**src/rtl/msgvalid_pkg.sv**
```systemverilog
package msgvalid_pkg;

    localparam int NUM_BUF_DEF = 16;
    localparam int BYTE_W_DEF  = 8;

    // Activity class, highest deferral priority last.
    typedef enum logic [1:0] {
        ACT_IDLE  = 2'd0,
        ACT_RX    = 2'd1,
        ACT_STORE = 2'd2,
        ACT_TX    = 2'd3
    } act_e;

    typedef struct packed {
        logic tx_busy;
        logic tx_done;
        logic rx_busy;
        logic st_busy;
        logic st_done;
    } buf_stat_t;

    function automatic act_e classify(input buf_stat_t s);
        if (s.tx_busy)      return ACT_TX;
        else if (s.st_busy) return ACT_STORE;
        else if (s.rx_busy) return ACT_RX;
        else                return ACT_IDLE;
    endfunction

    function automatic logic defers(input act_e a);
        return (a == ACT_TX) || (a == ACT_STORE);
    endfunction

endpackage

```
**src/rtl/mbv_bus_port.sv**
```systemverilog
module mbv_bus_port
    import msgvalid_pkg::*;
#(
    parameter int NUM_BUF = NUM_BUF_DEF,
    parameter int BYTE_W  = BYTE_W_DEF,
    parameter int ADDR_W  = 1
) (
    input  logic               clk,
    input  logic               rst,
    input  logic [ADDR_W-1:0]  addr,
    input  logic               we,
    input  logic [BYTE_W-1:0]  wdata,
    input  logic [NUM_BUF-1:0] flags,
    output logic [NUM_BUF-1:0] wr_set,
    output logic [NUM_BUF-1:0] wr_clr,
    output logic [BYTE_W-1:0]  rdata
);
    localparam int NUM_LANES = NUM_BUF / BYTE_W;

    logic [BYTE_W-1:0] rd_sel;

    for (genvar ln = 0; ln < NUM_LANES; ln++) begin : g_lane
        logic hit;
        assign hit = we && (addr == ADDR_W'(ln));
        assign wr_set[ln*BYTE_W +: BYTE_W] = hit ? wdata  : '0;
        assign wr_clr[ln*BYTE_W +: BYTE_W] = hit ? ~wdata : '0;
    end

    always_comb begin
        rd_sel = '0;
        for (int ln = 0; ln < NUM_LANES; ln++) begin
            if (addr == ADDR_W'(ln))
                rd_sel = flags[ln*BYTE_W +: BYTE_W];
        end
    end

    always_ff @(posedge clk) begin
        if (rst) rdata <= '0;
        else     rdata <= rd_sel;
    end

endmodule

```
**src/rtl/mbv_flag_cell.sv**
```systemverilog
module mbv_flag_cell
    import msgvalid_pkg::*;
(
    input  logic      clk,
    input  logic      rst,
    input  buf_stat_t stat,
    input  logic      wr_set,
    input  logic      wr_clr,
    output logic      valid
);
    logic pend;
    act_e act;
    logic clear_req;
    logic fire;

    assign act       = classify(stat);
    assign clear_req = pend || (wr_clr && valid);
    assign fire      = clear_req && (stat.tx_done || stat.st_done || !defers(act));

    always_ff @(posedge clk) begin
        if (rst) begin
            valid <= 1'b0;
            pend  <= 1'b0;
        end else if (wr_set) begin
            valid <= 1'b1;
            pend  <= 1'b0;
        end else if (fire) begin
            valid <= 1'b0;
            pend  <= 1'b0;
        end else if (clear_req) begin
            pend  <= 1'b1;
        end
    end

    assert_pend_valid_R8: assert property (@(posedge clk) disable iff (rst)
        pend |-> valid);

    assert_set_R3: assert property (@(posedge clk) disable iff (rst)
        wr_set |=> (valid && !pend));

    assert_tx_defer_R5: assert property (@(posedge clk) disable iff (rst)
        (valid && wr_clr && !wr_set && stat.tx_busy && !stat.tx_done && !stat.st_done) |=> valid);

    assert_quiet_clear_R4: assert property (@(posedge clk) disable iff (rst)
        (valid && wr_clr && !wr_set && !stat.tx_busy && !stat.st_busy) |=> !valid);

    assert_event_clear_R7: assert property (@(posedge clk) disable iff (rst)
        (valid && wr_clr && !wr_set && (stat.tx_done || stat.st_done)) |=> !valid);

    assert_no_rise_R9: assert property (@(posedge clk) disable iff (rst)
        (!valid && !wr_set) |=> !valid);

endmodule

```
**src/rtl/msgbuf_valid_reg.sv**
```systemverilog
module msgbuf_valid_reg
    import msgvalid_pkg::*;
(
    input  logic        clk,
    input  logic        rst,
    input  logic [0:0]  bus_addr,
    input  logic        bus_we,
    input  logic [7:0]  bus_wdata,
    output logic [7:0]  bus_rdata,
    input  logic [15:0] tx_busy,
    input  logic [15:0] tx_done,
    input  logic [15:0] rx_busy,
    input  logic [15:0] store_busy,
    input  logic [15:0] store_done,
    output logic [15:0] buf_valid
);
    localparam int NUM_BUF = NUM_BUF_DEF;
    localparam int BYTE_W  = BYTE_W_DEF;

    logic [NUM_BUF-1:0] wr_set;
    logic [NUM_BUF-1:0] wr_clr;
    logic [NUM_BUF-1:0] flags;

    mbv_bus_port #(
        .NUM_BUF (NUM_BUF),
        .BYTE_W  (BYTE_W),
        .ADDR_W  (1)
    ) bus_i (
        .clk    (clk),
        .rst    (rst),
        .addr   (bus_addr),
        .we     (bus_we),
        .wdata  (bus_wdata),
        .flags  (flags),
        .wr_set (wr_set),
        .wr_clr (wr_clr),
        .rdata  (bus_rdata)
    );

    for (genvar b = 0; b < NUM_BUF; b++) begin : g_buf
        buf_stat_t st;
        assign st = '{tx_busy: tx_busy[b], tx_done: tx_done[b], rx_busy: rx_busy[b],
                      st_busy: store_busy[b], st_done: store_done[b]};
        mbv_flag_cell cell_i (
            .clk    (clk),
            .rst    (rst),
            .stat   (st),
            .wr_set (wr_set[b]),
            .wr_clr (wr_clr[b]),
            .valid  (flags[b])
        );
    end

    assign buf_valid = flags;

endmodule

```
**config.mk**
```make
export PLATFORM = sky130hd
export DESIGN_NAME = msgbuf_valid_reg
export DESIGN_NICKNAME = d
export VERILOG_FILES = /design/src/rtl/msgvalid_pkg.sv /design/src/rtl/mbv_bus_port.sv /design/src/rtl/mbv_flag_cell.sv /design/src/rtl/msgbuf_valid_reg.sv
export SDC_FILE = /design/constraint.sdc
export NUM_CORES = 1
export LEC_CHECK = 0
export ABC_AREA = 1
export BUFFER_PORTS_ARGS = -buffer_cell sky130_fd_sc_hd__buf_2
export CAP_MARGIN = 30
export CORE_MARGIN = 8
export CORE_UTILIZATION = 30
export CTS_BUF_LIST = sky130_fd_sc_hd__clkbuf_2
export CTS_CLUSTER_DIAMETER = 200
export DETAILED_ROUTE_END_ITERATION = 10
export PLACE_DENSITY = 0.69
export SLEW_MARGIN = 10
export SYNTH_ARGS = -nofsm -noshare
export SYNTH_HDL_FRONTEND = slang
export SYNTH_SLANG_ARGS = --single-unit
```
**constraint.sdc**
```tcl
create_clock -name clk -period 1.45 [get_ports clk]
set_input_delay 0.145 -clock clk [delete_from_list [all_inputs] [get_ports clk]]
set_output_delay 0.145 -clock clk [all_outputs]
set_load 0.02 [all_outputs]
```
# Word level (Yosys, flattened, before mapping)
# Index checks and enable logic that the tools add are counted.
[totals]
reg_bits = 40
input_bits = 92
output_inout_bits = 24
word_cells = 298
[classes]
n_eq_ne = 32
muxes = 85
bitwise = 2
reduce_logical = 146
[ops]
columns = ["cell", "n"]
rows = [
  ["$eq 2x2->1 const B", 32],
  ["$logic_or 1x1->1", 64],
  ["$mux 2", 32],
  ["$mux 1", 48],
  ["$reduce_or 3->1", 16],
  ["$mux 8", 5],
  ["$logic_and 1x1->1", 34],
  ["$reduce_bool 2->1", 16],
  ["$logic_not 1->1", 16],
  ["$not 8->8", 1],
  ["$not 1->1", 1],
]

# Logic depth before layout (Yosys ltp)
[logic_depth]
word_depth = 10
mapped_depth = 9
depth_no_buf = 7

# By module
# Synthesis repeated with hierarchy kept, for this count alone.
[hier_totals]
cells_unflattened = 352
area_unflattened_um2 = 2233.4
[by_module_without_submodules]
columns = ["mod", "n_inst", "cells_per_inst", "area_per_inst_um2"]
rows = [
  ["mbv_flag_cell", 16, 16, 103.8],
  ["mbv_bus_port", 1, 96, 571.8],
]

# Worst setup path after synthesis
# OpenSTA, ideal clock, no wires.
[synth_path]
kind = "in2reg"
from = "in bus_addr"
to = "reg g_buf[5].cell_i.valid"
setup_ns = 0.135
arrival_ns = 0.766
required_ns = 1.315
setup_slack_ns = 0.549
stages = 8
path_buffers = 2
path_cell_list = "buf_6 > nor2_4 > buf_6 > nand2_2 > nand2_2 > nand2_1 > nand2_1 > a21oi_1"
[synth_between]
elab_chain_len = 7
[synth_lines]
columns = ["item", "line_no", "source"]
rows = [
  ["from (decl)", "msgbuf_valid_reg.sv:6", "input logic [0:0] bus_addr,"],
  ["$not 1->1 *", "-", ""],
  ["$logic_and 1x1->1 *", "mbv_bus_port.sv:24", "assign hit = we && (addr == ADDR_W'(ln));"],
  ["$mux 8", "mbv_bus_port.sv:26", "assign wr_clr[ln*BYTE_W +: BYTE_W] = hit ? ~wdata : '0;"],
  ["$logic_and 1x1->1", "mbv_flag_cell.sv:17", "assign clear_req = pend || (wr_clr && valid);"],
  ["$logic_or 1x1->1", "mbv_flag_cell.sv:17", ""],
  ["$logic_and 1x1->1", "mbv_flag_cell.sv:18", "assign fire = clear_req && (stat.tx_done || stat.st_done || !defers(act));"],
  ["$reduce_bool 2->1 (no source line)", "-", ""],
  ["to (signal assigned)", "mbv_flag_cell.sv:22", "valid <= 1'b0;"],
  ["to (signal assigned)", "mbv_flag_cell.sv:25", "valid <= 1'b1;"],
  ["to (signal assigned)", "mbv_flag_cell.sv:28", "valid <= 1'b0;"],
  ["to (decl)", "mbv_flag_cell.sv:9", "output logic valid"],
]
# Every way passes the cells marked *; elsewhere a longest branch is shown, timed or not.
# A chain may end at the register's enable or synchronous reset.

# Worst setup path in the final report
[layout_path]
from = "in tx_done[12]"
to = "reg g_buf[12].cell_i.pend"
[layout_between]
elab_chain_len = 4
[layout_lines]
columns = ["item", "line_no", "source"]
rows = [
  ["from (decl)", "msgbuf_valid_reg.sv:11", "input logic [15:0] tx_done,"],
  ["$logic_or 1x1->1 (2 in series)", "mbv_flag_cell.sv:18", ""],
  ["$logic_and 1x1->1", "mbv_flag_cell.sv:18", ""],
  ["$reduce_or 3->1 (no source line)", "-", ""],
  ["to (signal assigned)", "mbv_flag_cell.sv:23", "pend <= 1'b0;"],
  ["to (signal assigned)", "mbv_flag_cell.sv:26", "pend <= 1'b0;"],
  ["to (signal assigned)", "mbv_flag_cell.sv:29", "pend <= 1'b0;"],
  ["to (decl)", "mbv_flag_cell.sv:11", "logic pend;"],
]
# Every way passes these cells.

==> reports/metrics.yaml <==
worst_setup_path:
  arrival_ns: 1.73
  worstPathMaxFanout: 2
  end_kind: "flop"
  start_kind: "primary input"
  critPathKind: "primary input to flop"
  worstPathRequired_ns: 1.79
yosys:
  yosys-top-cells-area: "dfxtp_1 (40%), nand2_1 (14%), inv_1 (8.6%)"
  yosysSeqAreaShare: 0.399
  syn_area_um2: 2010
  synth_largest_area_cell: "dfxtp_1"
  synth_top_area_frac: 0.399
  syn-num-nets: 384
  synth_seq_cells: 40
  synth.avg_cell_area_um2: 6.88
  synth.distinct_cells: 22
  synth_cells: 292
  yosysWarnings: 0
clock_tree:
  ctsResizeCount: 0
  cts-root-buf: "clkbuf_2"
  clk_pin_slew_worst_paths_ns: 0.21
  h-tree-depth: 2
  cts_tree: "done"
  clock_latency_ns: 0.37
  cts.sinks: 40
  post_cts_buffers: 0
  cts_buffer_depth: 2
  cts_hold_buffers: 2
  cts_buffers: 5
timing:
  period_share: 0.960
  relSlewSlack: 0.790
  rsz0062_at_grt: "false"
  fin_crit_ns: 1.39
  final.setup.tns_ns: 0
  max_slew.worst_pin.slew_ns: 0.311
  finalClockSkew_ns: 0.0203
  setup_viol_count_final: 0
  slew_viol_final: 0
  worst_slack_ns: 0.0579
  hold_violations: 0
  holdWs_ns: 0.0604
  max_freq_mhz: 718
finish:
  layout.nets: 474
  drive_gt1_frac: 0.337
  fillers: 741
  multi_input_area_um2: 846
  area_growth_pct: 26.9
  seq_area_um2: 801
  final_common_cell: "buf_2"
  diodes: 0
  final_core_util: 0.384
  layout_common_cells: "buf_2 (99), nand2_1 (73), inv_1 (46), dfxtp_1 (40), nor2_1 (35)"
  final_area_um2: 2550
  fin_cells: 463
place:
  place_ws_ns: 0.264
  dp_hpwl_um: 4200
  place_inst: 452
  placedInstanceArea_um2: 2460
  place.gp.congestion: 0.711
  portBuffers: 99
global_routing:
  gr-total-overflow: 0
  groute.usage.overall: 0.108
  grt_pass1_vias: 1975
  grt_pass1_wl_um: 8620
  grt_start_max_net_pins: 24
  antenna_found_initial: 0
routing:
  ant_nets: 0
  drt-pass1-iter-count: 4
  route.detailed.drc: 0
  via_count: 2012
  drt_iter0_markers: 54
  viasPerCell: 4.35
  wl_per_cell_um: 11.3
  drt-total-wl_um: 5240
floorplan:
  core_um2: 6640
  die_x_um: 97.8
  die_area_um2: 9570
  ios: 116
  die_y_um: 97.8
  initial_core_util: 0.302
  rows: 30
outcome:
  outcome: "complete, no violations"
pwr:
  power_density_nw_per_um2: 845
  ir_drop_mv: 0.354
  total_power_mw: 2.15
  leakage_nw: 1.37
job:
  cap_viol_max_count: 0
min_path:
  hold_class: "primary input to flop"
==> where the power goes <==
part	switching (mW)	leakage (nW)	internal, mW
Clock	0.350	0.0380	0.282
Sequential	0.0220	0.325	1.14
Combinational	0.206	1.00	0.155
Total	0.578	1.37	1.58
==> path summary, 6_finish.rpt <==
check | startpoint | end | slack [ns] | cells after the start
min | bus_wdata[3] | g_buf[3].cell_i.valid | 0.06 | 3
max | tx_done[12] | g_buf[12].cell_i.pend | 0.06 | 6
min reg2reg | g_buf[14].cell_i.valid | g_buf[14].cell_i.valid | 0.49 | 2
max reg2reg | g_buf[6].cell_i.valid | g_buf[6].cell_i.valid | 0.47 | 7
==> critical path: stages <==
cell and delay [ns]:
dlygate4sd3_1 0.53, buf_2 0.12, nor3_1 0.22, dlygate4sd3_1 0.58, nand2_1 0.05, nor2_1 0.09
==> state kept, by name, indices dropped and copies added (netlist names) <==
name and cells:
bus_i.rdata 8, g_buf.cell_i.valid 16, g_buf.cell_i.pend 16
==> cells in the mapped netlist, drive strengths merged <==
cell    count
nor2       37
buf        21
dfxtp      40
nor3        3
clkbuf      2
nand4      13
nand3       2
a21oi      21
o21bai      3
nand2      81
inv        49
o21ai      20
==> logic make-up (layout without fill, tap and decap cells) <==
logic type	Yosys count	count (layout)	synth area share
flops	40	40	0.399
simple gates	136	136	0.298
buf+inv	72	163	0.180
compound gates	44	44	0.123
==> routing by layer <==
layer / vias to the layer above / GRT usage / routed length, um
li1: 1069 / - / -
met1: 879 / 0.118 / 2240
met2: 62 / 0.189 / 2540
met3: 2 / 0.0462 / 448
met4: 0 / 0.0216 / 14
met5: - / 0 / 0
==> cell type report <==
cell class | count | area share
clock buffer | 5 | 0.00982
clock inverter | 3 | 0.0147
inverter | 49 | 0.0722
multi-input combinational | 180 | 0.332
sequential | 40 | 0.314
tap | 80 | 0.0393
timing repair buffer | 106 | 0.218
No activity file was read; power rests on OpenSTA's default activity.
